--- src/rtl/lif_pkg.sv ---
`timescale 1ns/1ps
package lif_pkg;

  typedef enum logic [1:0] {
    SM_DUAL    = 2'd0,
    SM_SR_AUTO = 2'd1,
    SM_SR_CFG  = 2'd2,
    SM_RAW     = 2'd3
  } sys_mode_t;

  // Mode priority: configured single > automatic single > raw > dual
  function automatic sys_mode_t pick_mode(input logic cfg_single,
                                          input logic auto_single,
                                          input logic raw_sel);
    if (cfg_single)       return SM_SR_CFG;
    else if (auto_single) return SM_SR_AUTO;
    else if (raw_sel)     return SM_RAW;
    else                  return SM_DUAL;
  endfunction

  function automatic logic is_single(input sys_mode_t m);
    return (m == SM_SR_AUTO) || (m == SM_SR_CFG);
  endfunction

  // Rail pair {p,n} for a mark of the given polarity (1 = positive)
  function automatic logic [1:0] mark_rails(input logic positive);
    return positive ? 2'b10 : 2'b01;
  endfunction

  // Raw rail after polarity choice (hi_active = 1 keeps it active high)
  function automatic logic apply_pol(input logic v, input logic hi_active);
    return hi_active ? v : ~v;
  endfunction

endpackage

--- src/rtl/lif_run_detect.sv ---
`timescale 1ns/1ps
module lif_run_detect #(
  parameter int RUN_THRESH = 16
) (
  input  logic clk,
  input  logic rst,
  input  logic strobe_i,
  input  logic line_hi_i,
  output logic auto_o
);
  localparam int LIMIT = RUN_THRESH + 1;
  localparam int CW    = $clog2(LIMIT + 1);
  localparam logic [CW-1:0] LIMIT_C = CW'(LIMIT);

  logic [CW-1:0] run_q;
  logic          auto_q;

  always_ff @(posedge clk) begin
    if (rst) begin
      run_q  <= '0;
      auto_q <= 1'b0;
    end else if (strobe_i) begin
      if (line_hi_i) begin
        if (run_q != LIMIT_C) run_q <= run_q + 1'b1;
        if (run_q >= LIMIT_C - 1'b1) auto_q <= 1'b1;
      end else begin
        run_q  <= '0;
        auto_q <= 1'b0;
      end
    end
  end

  assign auto_o = auto_q;
endmodule

--- src/rtl/lif_tx_encode.sv ---
`timescale 1ns/1ps
module lif_tx_encode
  import lif_pkg::*;
(
  input  logic      clk,
  input  logic      rst,
  input  logic      strobe_i,
  input  sys_mode_t mode_i,
  input  logic      hdb3_i,
  input  logic      dp_i,
  input  logic      dn_i,
  output logic      viol_o,
  output logic      tx_p_o,
  output logic      tx_n_o
);
  logic pos_next_q;
  logic single_w;
  logic viol_w;

  assign single_w = is_single(mode_i);
  assign viol_w   = (mode_i == SM_SR_CFG) && !hdb3_i && dn_i;
  assign viol_o   = strobe_i && viol_w;

  always_ff @(posedge clk) begin
    if (rst) begin
      tx_p_o     <= 1'b0;
      tx_n_o     <= 1'b0;
      pos_next_q <= 1'b1;
    end else if (strobe_i) begin
      if (!single_w) begin
        tx_p_o <= dp_i;
        tx_n_o <= dn_i;
      end else if (viol_w) begin
        {tx_p_o, tx_n_o} <= mark_rails(~pos_next_q);
      end else if (dp_i) begin
        {tx_p_o, tx_n_o} <= mark_rails(pos_next_q);
        pos_next_q       <= ~pos_next_q;
      end else begin
        tx_p_o <= 1'b0;
        tx_n_o <= 1'b0;
      end
    end
  end
endmodule

--- src/rtl/lif_rx_format.sv ---
`timescale 1ns/1ps
module lif_rx_format
  import lif_pkg::*;
(
  input  logic      clk,
  input  logic      rst,
  input  sys_mode_t mode_i,
  input  logic      edge_sel_i,
  input  logic      rec_p_i,
  input  logic      rec_n_i,
  input  logic      rec_clk_i,
  input  logic      raw_p_i,
  input  logic      raw_n_i,
  input  logic      dec_data_i,
  input  logic      dec_cv_i,
  output logic      rd_p_o,
  output logic      rd_n_o,
  output logic      rclk_o
);
  logic p_d, n_d, c_d;

  always_comb begin
    c_d = rec_clk_i ^ edge_sel_i;
    case (mode_i)
      SM_RAW: begin
        p_d = apply_pol(raw_p_i, edge_sel_i);
        n_d = apply_pol(raw_n_i, edge_sel_i);
        c_d = raw_p_i ^ raw_n_i;
      end
      SM_SR_AUTO, SM_SR_CFG: begin
        p_d = dec_data_i;
        n_d = dec_cv_i;
      end
      default: begin
        p_d = rec_p_i;
        n_d = rec_n_i;
      end
    endcase
  end

  always_ff @(posedge clk) begin
    if (rst) begin
      rd_p_o <= 1'b0;
      rd_n_o <= 1'b0;
      rclk_o <= 1'b0;
    end else begin
      rd_p_o <= p_d;
      rd_n_o <= n_d;
      rclk_o <= c_d;
    end
  end
endmodule

--- src/rtl/lif_sys_adapter.sv ---
`timescale 1ns/1ps
module lif_sys_adapter
  import lif_pkg::*;
#(
  parameter int RUN_THRESH = 16
) (
  input  logic       clk,
  input  logic       rst,
  input  logic       tx_clk_i,
  input  logic       tx_dp_i,
  input  logic       tx_dn_i,
  input  logic       cfg_cr_i,
  input  logic       cfg_sr_i,
  input  logic       cfg_raw_i,
  input  logic       cfg_hdb3_i,
  input  logic       edge_sel_i,
  input  logic       rec_p_i,
  input  logic       rec_n_i,
  input  logic       rec_clk_i,
  input  logic       raw_p_i,
  input  logic       raw_n_i,
  input  logic       dec_data_i,
  input  logic       dec_cv_i,
  output logic       tx_p_o,
  output logic       tx_n_o,
  output logic       rd_p_o,
  output logic       rd_n_o,
  output logic       rclk_o,
  output logic [1:0] mode_o
);
  logic      tclk_q;
  logic      strobe_w;
  logic      auto_w;
  logic      viol_ev_w;
  sys_mode_t mode_w;

  always_ff @(posedge clk) begin
    if (rst) tclk_q <= 1'b0;
    else     tclk_q <= tx_clk_i;
  end

  assign strobe_w = tclk_q && !tx_clk_i;
  assign mode_w   = pick_mode(cfg_cr_i && cfg_sr_i, auto_w, cfg_raw_i);
  assign mode_o   = mode_w;

  lif_run_detect #(.RUN_THRESH(RUN_THRESH)) u_run (
    .clk(clk), .rst(rst), .strobe_i(strobe_w),
    .line_hi_i(tx_dn_i), .auto_o(auto_w)
  );

  lif_tx_encode u_tx (
    .clk(clk), .rst(rst), .strobe_i(strobe_w), .mode_i(mode_w),
    .hdb3_i(cfg_hdb3_i), .dp_i(tx_dp_i), .dn_i(tx_dn_i),
    .viol_o(viol_ev_w), .tx_p_o(tx_p_o), .tx_n_o(tx_n_o)
  );

  lif_rx_format u_rx (
    .clk(clk), .rst(rst), .mode_i(mode_w), .edge_sel_i(edge_sel_i),
    .rec_p_i(rec_p_i), .rec_n_i(rec_n_i), .rec_clk_i(rec_clk_i),
    .raw_p_i(raw_p_i), .raw_n_i(raw_n_i),
    .dec_data_i(dec_data_i), .dec_cv_i(dec_cv_i),
    .rd_p_o(rd_p_o), .rd_n_o(rd_n_o), .rclk_o(rclk_o)
  );
endmodule

--- config.mk ---
export PLATFORM = sky130hd
export DESIGN_NAME = lif_sys_adapter
export DESIGN_NICKNAME = d
export VERILOG_FILES = /design/src/rtl/lif_pkg.sv /design/src/rtl/lif_run_detect.sv /design/src/rtl/lif_tx_encode.sv /design/src/rtl/lif_rx_format.sv /design/src/rtl/lif_sys_adapter.sv
export SDC_FILE = /design/constraint.sdc
export NUM_CORES = 1
export LEC_CHECK = 0
export ABC_AREA = 1
export BUFFER_PORTS_ARGS = -buffer_cell sky130_fd_sc_hd__buf_2
export CAP_MARGIN = 20
export CORE_MARGIN = 4
export CORE_UTILIZATION = 50
export CTS_CLUSTER_SIZE = 8
export DETAILED_ROUTE_END_ITERATION = 10
export PLACE_DENSITY = 0.77
export SYNTH_ARGS = -nofsm -noshare
export SYNTH_HDL_FRONTEND = slang
export SYNTH_SLANG_ARGS = --single-unit
--- constraint.sdc ---
create_clock -name clk -period 2.1 [get_ports clk]
set_clock_uncertainty 0.2 [all_clocks]
set_input_delay 0.315 -clock clk [delete_from_list [all_inputs] [get_ports clk]]
set_output_delay 0.315 -clock clk [all_outputs]
set_load 0.02 [all_outputs]
Yosys cells after proc, flatten, opt, wreduce, memory -nomap -nowiden
Index checks and enable logic that the tools add are counted.
{"block": "word_totals", "ff_bits": 13, "output_inout_bits": 7}
{"block": "op_classes", "n_addsub": 1, "n_lt_le_gt_ge": 1, "eq_ne": 6, "n_mux": 20, "n_bitwise": 6, "reduce_logical": 11}
{"op": "1-bit two-way mux", "n": 11}
{"op": "2-bit two-way mux", "n": 5}
{"op": "5-bit two-way mux", "n": 2}
{"op": "5-bit by 1-bit adder with 5-bit output, second input constant", "n": 1}
{"op": "5-bit >= comparator, second input constant", "n": 1}
{"op": "5-bit inequality test, second input constant", "n": 1}
{"op": "2-bit == test, second input constant", "n": 2}
{"op": "1-bit logical AND", "n": 4}
{"op": "2-bit by 1-bit inequality test with 1-bit output, second input constant", "n": 2}
{"op": "1-bit NOT", "n": 4}
{"op": "1-bit one-hot mux with 2 select lines", "n": 2}
{"op": "2-bit AND reduction", "n": 2}
{"op": "4-bit AND reduction", "n": 1}
{"op": "2-bit by 1-bit == test with 1-bit output, second input constant", "n": 1}
{"op": "1-bit logical NOT", "n": 2}
{"op": "2-bit OR reduction", "n": 1}
{"op": "1-bit XOR", "n": 2}
{"op": "1-bit logical OR", "n": 1}

Logic depth before layout (Yosys ltp)
Gate-level depths: netlist (run 1).
{"block": "depth", "word_depth": 8, "ltp_mapped": 11}

By module
Synthesis (run 1) repeated with hierarchy kept, for this count alone.
{"block": "unflattened", "hier_cells": 134, "hier_area_um2": 869.6}
{"mod": "lif_run_detect", "n_inst": 1, "cells_per_inst": 56, "area_per_inst_um2": 391.6, "seq_area_each_um2": 120.1}
{"mod": "lif_tx_encode", "n_inst": 1, "cells_per_inst": 33, "area_per_inst_um2": 211.5, "seq_area_each_um2": 60.1}
{"mod": "lif_rx_format", "n_inst": 1, "cells_per_inst": 33, "area_per_inst_um2": 202.7, "seq_area_each_um2": 60.1}
{"mod": "lif_sys_adapter", "n_inst": 1, "cells_per_inst": 12, "area_per_inst_um2": 63.8, "seq_area_each_um2": 20.0}

Worst setup path before layout (run 1)
OpenSTA, ideal clock, no wires.
{"block": "synth_path", "path_kind": "in2reg", "start": "input port cfg_cr_i", "end": "register u_tx.pos_next_q", "setup_time_ns": 0.120, "t_arrival_ns": 1.667, "required_ns": 1.780, "slack_ns": 0.112, "path_stages": 9, "path_buffers": 0, "cell_sequence": "nand2_1 inv_1 a21oi_1 inv_1 ha_1 nor2_1 nand3_2 a21oi_1 o21ai_1"}
{"block": "synth_between", "elab_chain_len": 7, "word_cells_on_any_way": 9, "cone_classes": "eq/ne (2); mux (1); bitwise (1); reduce/logical (5)"}
{"item": "from (decl)", "line": "lif_sys_adapter.sv:12", "source": "input logic cfg_cr_i,"}
{"item": "1-bit logical AND *", "line": "lif_sys_adapter.sv:43", "source": "assign mode_w = pick_mode(cfg_cr_i && cfg_sr_i, auto_w, cfg_raw_i);"}
{"item": "2-bit two-way mux *", "line": "lif_pkg.sv:15", "source": "if (cfg_single) return SM_SR_CFG;"}
{"item": "named net mode_o[0]", "line": "lif_sys_adapter.sv:29", "source": "output logic [1:0] mode_o"}
{"item": "2-bit == test", "line": "lif_pkg.sv:22, lif_tx_encode.sv:21"}
{"item": "1-bit logical AND (2 in a row)", "line": "lif_tx_encode.sv:21", "source": "assign viol_w = (mode_i == SM_SR_CFG) && !hdb3_i && dn_i;"}
{"item": "1-bit NOT (no source line)"}
{"item": "4-bit AND reduction (no source line) *"}
{"item": "to (signal assigned)", "line": "lif_tx_encode.sv:37", "source": "pos_next_q <= ~pos_next_q;"}
{"item": "to (decl)", "line": "lif_tx_encode.sv:16", "source": "logic pos_next_q;"}
Mark *: on every way through the listed nets, which the timed path passes. The rest lies on a longest branch.
A chain may end at the register's enable or synchronous reset.

Worst setup path in the final report (run 1)
{"block": "layout_path", "start": "register u_run.auto_q, in the netlist u_run.auto_o", "end": "register u_tx.pos_next_q"}
{"block": "layout_between", "elab_chain_len": 7, "word_cells_on_any_way": 9, "cone_classes": "eq/ne (2); mux (2); bitwise (1); reduce/logical (4)"}
{"item": "from (decl)", "line": "lif_run_detect.sv:16", "source": "logic auto_q;"}
{"item": "from (signal assigned)", "line": "lif_run_detect.sv:21", "source": "auto_q <= 1'b0;"}
{"item": "from (signal assigned)", "line": "lif_run_detect.sv:25", "source": "if (run_q >= LIMIT_C - 1'b1) auto_q <= 1'b1;"}
{"item": "from (signal assigned)", "line": "lif_run_detect.sv:28", "source": "auto_q <= 1'b0;"}
{"item": "2-bit two-way mux *", "line": "lif_pkg.sv:16", "source": "else if (auto_single) return SM_SR_AUTO;"}
{"item": "2-bit two-way mux *", "line": "lif_pkg.sv:15"}
{"item": "2-bit == test", "line": "lif_pkg.sv:22, lif_tx_encode.sv:21"}
{"item": "1-bit logical AND (2 in a row)", "line": "lif_tx_encode.sv:21"}
{"item": "1-bit NOT (no source line)"}
{"item": "4-bit AND reduction (no source line) *"}
Mark *: on every way between the ends. The rest lies on a longest branch, timed or not.

==> results of run 1 <==
layer usage:
metal	routed length, um	up-vias
met5	0	-
met4	14	0
met3	72	2
met2	877	17
met1	700	355
li1	-	418
logic make-up after synthesis:
kind of cell,count (synthesis)
compound gates,29
xor+xnor,2
fa+ha+maj,5
buf+inv,24
flops,13
simple gates,42
how the worst min path moves through the flow:
stage	slack [ns]	endpoint	start	depth (start not counted)
6_report	0.02	tclk_q	rst	2
3_5_place_dp	0.27	u_run.auto_o	u_run.auto_o	2
4_1_cts	0.008	tclk_q	rst	2
5_1_grt	0.01	tclk_q	rst	2
3_3_place_gp	0.27	u_run.auto_o	u_run.auto_o	2
2_1_floorplan	0.19	tclk_q	rst	1
synthesized netlist by cell type (2+ instances only):
cell type / number / area [um2]
dfxtp_1: 13 / 260
a21oi_1: 12 / 60.1
a21oi_2: 4 / 35.0
nand3_1: 4 / 20.0
inv_1: 19 / 71.3
ha_1: 5 / 62.6
inv_2: 3 / 11.3
o21ai_0: 9 / 45.0
nor2_2: 2 / 12.5
nand2_1: 17 / 63.8
nor2_1: 9 / 33.8
o21ai_1: 2 / 10.0
nand2_2: 3 / 18.8
worst max-delay path: cells and delay by family (launching register included):
family                   cells  cell delay (ns)
AO/OA/AOI/OAI                3             0.40
adder cells (fa/ha/maj)      1             0.33
buffers and inverters        2             0.15
flip-flops                   1             0.31
AND/OR/NAND/NOR              2             0.23
layout make-up:
class / instances / area, um2
clock buffer: 4 / 26.3
fill: 143 / 553
inverter: 23 / 87.6
multi-input combinational: 78 / 479
sequential: 13 / 260
tap: 16 / 20.0
timing repair buffer: 23 / 115
sequential cells by signal, indices dropped and copies added, names as in the netlist:
signal and count:
tclk_q 1, u_run.auto_o 1, u_run.run_q 5, u_rx.rclk_o 1, u_rx.rd_n_o 1, u_rx.rd_p_o 1, u_tx.pos_next_q 1, u_tx.tx_n_o 1
u_tx.tx_p_o 1
power by group:
| group | internal [uW] | leakage, uW | switching, uW |
|---|---|---|---|
| clock | 73.6 | 0.0000150 | 81.6 |
| sequential | 258 | 0.000106 | 5.91 |
| combinational | 43.2 | 0.000394 | 71.5 |
per-stage QoR:
step | utilization | area [um2] | hold WS, ns | std cells | power (uW)
after floorplan | - | 838 | 0.187 | 115 | 346
after global placement | 0.624 | 962 | 0.274 | 153 | 382
after CTS | 0.641 | 988 | 0.00788 | 157 | 542
after detailed placement | 0.624 | 962 | 0.275 | 153 | 385
after global routing | 0.641 | 988 | 0.0134 | 157 | 573
final | 0.641 | 988 | 0.0174 | 157 | 533
==> results.yml, run 1 <==
outcome:
  status: "finished, final reports clean"
synthesis:
  synth_compound_area_frac: 0.197
  synth.distinct_cells: 26
  synth_ff_type: "dfxtp_1"
  synth_top_family_by_area: "simple AND/OR/NAND/NOR gates"
  syn_area_um2: 838
  yosys.area_share.xor_xnor: 0.0209
  avgSynthCellArea_um2: 7.29
  synth_fa_ha_area_frac: 0.0746
  synth-simple-area-share: 0.279
  async_flop_share: 0
  synth-edff-count: 0
  ys_seq_area_frac: 0.310
  syn-num-nets: 137
  yosysWarnings: 0
  synthCells: 115
  synthMuxAreaShare: 0
  ys_ff_latch: 13
cts:
  clk_pin_slew_ns: 0.08
  post_cts_buffers: 0
  cts_hold_buf: 0
  cts_buffer_depth: 2
  cts.sinks: 13
  cts_resized: 0
  tritoncts: "built"
  cts_max_level: 1
  cts.root.buffer_cell: "clkbuf_4"
  cts_buffers: 3
  insertion_delay_ns: 0.27
cells_and_area:
  final_layout_size_suffix_gt1_frac: 0.319
  n_antenna_cell: 0
  area_delta_synth_final_pct: 17.9
  final_common_cell: "buf_2"
  nets: 164
  final_cell_mix: "buf_2 (23), inv_1 (19), nand2_1 (17)"
die:
  die_w_um: 48.9
  io_pins: 24
  initial_core_util: 0.544
  dieHeight_um: 48.9
  fp-row-count: 14
  die_area_um2: 2400
  core_area_um2: 1540
setup_path:
  cp-start-kind: "register"
  r2r-start: "u_run.auto_o"
  critPathCapture: "u_tx.pos_next_q"
  path_class: "reg2reg"
  cpPeakStageDelay_ns: 0.33
  worstPathRequired_ns: 2.07
  end_kind: "register"
  critical_path_peak_fanout: 3
  arrival_ns: 1.69
  cpMaxStageDelayCell: "ha_1"
  r2r_slack_ns: 0.38
  r2r-end: "u_tx.pos_next_q"
  reg2regPathDepth: 8
  startpoint: "u_run.auto_o"
  path_cells: "inv_1 > a21oi_1 > inv_1 > ha_1 > nor2_1 > nand3_2 > a21oi_1 > o21ai_1"
grt:
  grtUsageTotal: 0.159
  top_usage_layer: "met2"
  grt_pass1_vias: 733
  grtUsageMet1: 0.177
  antenna_found_initial: 0
  grt_pass1_wl_um: 3050
  use_met3: 0.0459
  grt.overflow.total: 0
  grt_max_degree: 11
  gr-usage-met2: 0.283
timing:
  fin_crit_ns: 1.72
  fin_ws_ns: 0.380
  setup_viol: 0
  slew_headroom: 0.806
  slew_violations: 0
  fin_crit_sh: 0.819
  clock.fmax_mhz: 581
  worst_pin_slew_ns: 0.290
  hold_viol_final: 0
  setup-tns-final_ns: 0
  grt_setup_unrepaired: "no"
routing:
  firstDrtPassIters: 4
  via_count: 792
  drtAntennaViolNets: 0
  routedWlPerCell_um: 10.6
  totalWireLength_um: 1670
  drc: 0
  drt_iter0_drc: 15
  via_per_inst: 5.04
placement:
  dp_slack_ns: 0.229
  portBuffers: 23
  globalplace.congestion: 0.828
  hpwl_um: 1350
pwr:
  vdd_drop_max_v: 0.000348
  powerDensity_nw_per_um2: 540
  p_leak_uw: 0.000516
worst_hold_path:
  hp-class: "in2reg"
job:
  maxCapViolations: 0
(Power assumes the default switching activity.)
==> run 2: changes to the inputs <==
--- a/config.mk
+++ b/config.mk
@@ -5,14 +5,14 @@
 export SDC_FILE = /design/constraint.sdc
 export NUM_CORES = 1
 export LEC_CHECK = 0
-export ABC_AREA = 1
+export ABC_AREA = 0
 export BUFFER_PORTS_ARGS = -buffer_cell sky130_fd_sc_hd__buf_2
 export CAP_MARGIN = 20
 export CORE_MARGIN = 4
-export CORE_UTILIZATION = 50
+export CORE_UTILIZATION = 44
 export CTS_CLUSTER_SIZE = 8
 export DETAILED_ROUTE_END_ITERATION = 10
-export PLACE_DENSITY = 0.77
+export PLACE_DENSITY = 0.73
 export SYNTH_ARGS = -nofsm -noshare
 export SYNTH_HDL_FRONTEND = slang
 export SYNTH_SLANG_ARGS = --single-unit
==> constraint.sdc (replaced) <==
create_clock -name clk -period 1.5 [get_ports clk]
set_clock_uncertainty 0.2 [all_clocks]
set_input_delay 0.225 -clock clk [delete_from_list [all_inputs] [get_ports clk]]
set_output_delay 0.225 -clock clk [all_outputs]
set_load 0.02 [all_outputs]
==> results.yml, run 2 <==
outcome:
  status: "finished, violations left"
  violations: "setup timing"
setup_path:
  end_kind: "register"
  cpPeakStageDelay_ns: 0.38
  arrival_ns: 1.63
  r2r-start: "u_run.auto_o"
  worstPathRequired_ns: 1.45
  cp-start-kind: "register"
  cpMaxStageDelayCell: "dfxtp_4"
  critical_path_peak_fanout: 4
  worst-path-stages: 6
  startpoint: "u_run.auto_o"
  crit_family: "flip-flops"
  path_cells: "o21ai_4 > ha_4 > and3b_4 > buf_4 > o31ai_1 > nand3_1"
  path_buf_inv: 1
  path_class: "reg2reg"
  reg2regPathDepth: 6
synthesis:
  yosysWarnings: 0
  avgSynthCellArea_um2: 8.96
  ys_seq_area_frac: 0.334
  synth.distinct_cells: 35
  ys_ff_latch: 13
  synth_top_cell_by_area: "dfxtp_1"
  synth_common_cells: "dfxtp_1 (13), inv_1 (7), nand2_1 (6), ha_1 (5), nor2b_1 (5)"
  synth_top_area_frac: 0.334
  synthCells: 87
  synth.area.top_cells: "dfxtp_1 (33%), ha_1 (8.0%), nor2b_1 (4.0%)"
  syn_area_um2: 779
  syn-num-nets: 109
  synth.most_common_cell: "dfxtp_1"
  async_flop_share: 0
  synth_ff_type: "dfxtp_1"
  synth-edff-count: 0
worst_hold_path:
  worstHoldStart: "tx_clk_i"
  hold_path_depth: 2
  hp-class: "in2reg"
cells_and_area:
  final_common_cell: "buf_2"
  nets: 143
  final_cell_mix: "buf_2 (22), dfxtp_1 (12), buf_4 (8)"
  n_antenna_cell: 0
  largest_reg_flops: 5
  regMostFlops: "u_run.run_q"
  nFillCells: 136
  area_delta_synth_final_pct: 40.9
  instances_no_fill: 144
  final_layout_size_suffix_gt1_frac: 0.417
cts:
  cts_buffer_depth: 2
  tritoncts: "built"
  clk_pin_slew_ns: 0.08
  cts_buffers: 3
  cts_max_level: 1
  insertion_delay_ns: 0.28
  cts.sinks: 13
  cts_hold_buf: 0
  cts.root.buffer_cell: "clkbuf_4"
timing:
  fin_crit_sh: 1.12
  grt_setup_unrepaired: "yes"
  setup_viol: 4
  setup-tns-final_ns: -0.274
  slew_headroom: 0.796
  clock.fmax_mhz: 593
  slew_violations: 0
  hold_viol_final: 0
  worst_pin_slew_ns: 0.302
  fin_ws_ns: -0.186
  fin_crit_ns: 1.69
placement:
  hpwl_um: 1460
  globalplace.congestion: 0.820
  portBuffers: 23
  dp.cells: 140
die:
  core_area_um2: 1590
  die_w_um: 50.1
  dieHeight_um: 50.1
  fp-row-count: 14
  io_pins: 24
  initial_core_util: 0.489
  die_area_um2: 2510
routing:
  route.met2.wl_um: 995
  routedWlPerCell_um: 14.0
  wl_met1_um: 840
  via_count: 763
  drt_iter0_drc: 19
  firstDrtPassIters: 4
  drtAntennaViolNets: 0
  wl_met3_um: 115
  via_per_inst: 5.30
  drc: 0
  highest_layer: "met4"
  totalWireLength_um: 2020
pwr:
  swShare: 0.290
  power.internal_uw: 567
  powerDensity_nw_per_um2: 727
  power_frac_seq: 0.454
  vdd_drop_max_v: 0.000457
  p_comb_frac: 0.277
  p_leak_uw: 0.000475
  total_power_uw: 799
  p_clk_frac: 0.269
  p_sw_uw: 232
grt:
  grtUsageTotal: 0.169
  grt_pass1_wl_um: 3240
  grt.overflow.total: 0
  grt_max_degree: 9
  grt_pass1_vias: 737
  antenna_found_initial: 0
job:
  maxCapViolations: 0
run 2: changes by cell type in the layout (fill, tap and decap cells not counted), sizes merged, moves of 3 or more:
| cell | change |
|---|---|
| nor2b | +5 |
| a21oi | -14 |
| buf | +9 |
| inv | -15 |
| nand3b | +3 |
| mux2i | +3 |
| nand2 | -15 |
| o21ai | -7 |
| nor2 | -9 |
run 2: logic make-up (layout without fill, tap and decap cells):
group,Yosys count,in the layout,share of synthesized area
AND/OR/NAND/NOR,33,33,0.254
buffers and inverters,10,43,0.0674
XOR/XNOR,4,4,0.0450
adder cells (fa/ha/maj),5,5,0.0803
multiplexers,3,3,0.0385
flip-flops,13,13,0.334
AO/OA/AOI/OAI,19,19,0.181
run 2: final timing paths:
kind,slack [ns],to
max reg2reg,-0.19,u_tx.pos_next_q
min,0.007,tclk_q
min reg2reg,0.27,u_tx.tx_n_o
max,-0.19,u_tx.pos_next_q
run 2: power by group through the flow:
stage	Combinational, uW	Clock (uW)	Sequential (uW)
floorplan	97.3	0	385
global placement	184	0	372
detailed placement	189	0	372
CTS	207	218	362
global route	243	234	365
finish	221	215	363
run 2: metrics by stage:
| stage | setup WS [ns] | area (um2) | util | hold slack (ns) |
|---|---|---|---|---|
| global placement | -0.169 | 1000 | 0.629 | 0.259 |
| global route | -0.203 | 1100 | 0.689 | 0.0186 |
| detailed placement | -0.211 | 1000 | 0.629 | 0.265 |
| floorplan | -0.191 | 816 | - | 0.0944 |
| finish | -0.186 | 1100 | 0.689 | 0.00655 |
| CTS | -0.135 | 1080 | 0.679 | 0.00790 |
run 2: repair_timing:
item / in CTS / in global routing
setup buffers: 1 / 0
hold endpoints to repair: 0 / 0
pin swaps: 5 / 3
setup endpoints to repair: 8 / 9
gates resized for setup: 10 / 7
run 2: layout make-up:
cell class / count / area [um2] / area share
Multi-Input combinational cell: 64 / 559 / 0.509
Clock buffer: 4 / 26.3 / 0.0239
Sequential cell: 13 / 264 / 0.240
Timing Repair Buffer: 32 / 193 / 0.175
Inverter: 7 / 26.3 / 0.0239
Tap cell: 24 / 30.0 / 0.0273
run 2: worst register-to-register path: stages (launching register included):
cell and delay, ns:
dfxtp_4 0.38, o21ai_4 0.07, ha_4 0.16, and3b_4 0.18
buf_4 0.14, o31ai_1 0.30, nand3_1 0.13
run 2: per-layer routing:
metal / up-vias / GRT usage
met5: - / 0
met4: 0 / 0.0829
met3: 8 / 0.0422
met2: 28 / 0.276
met1: 342 / 0.203
li1: 385 / -
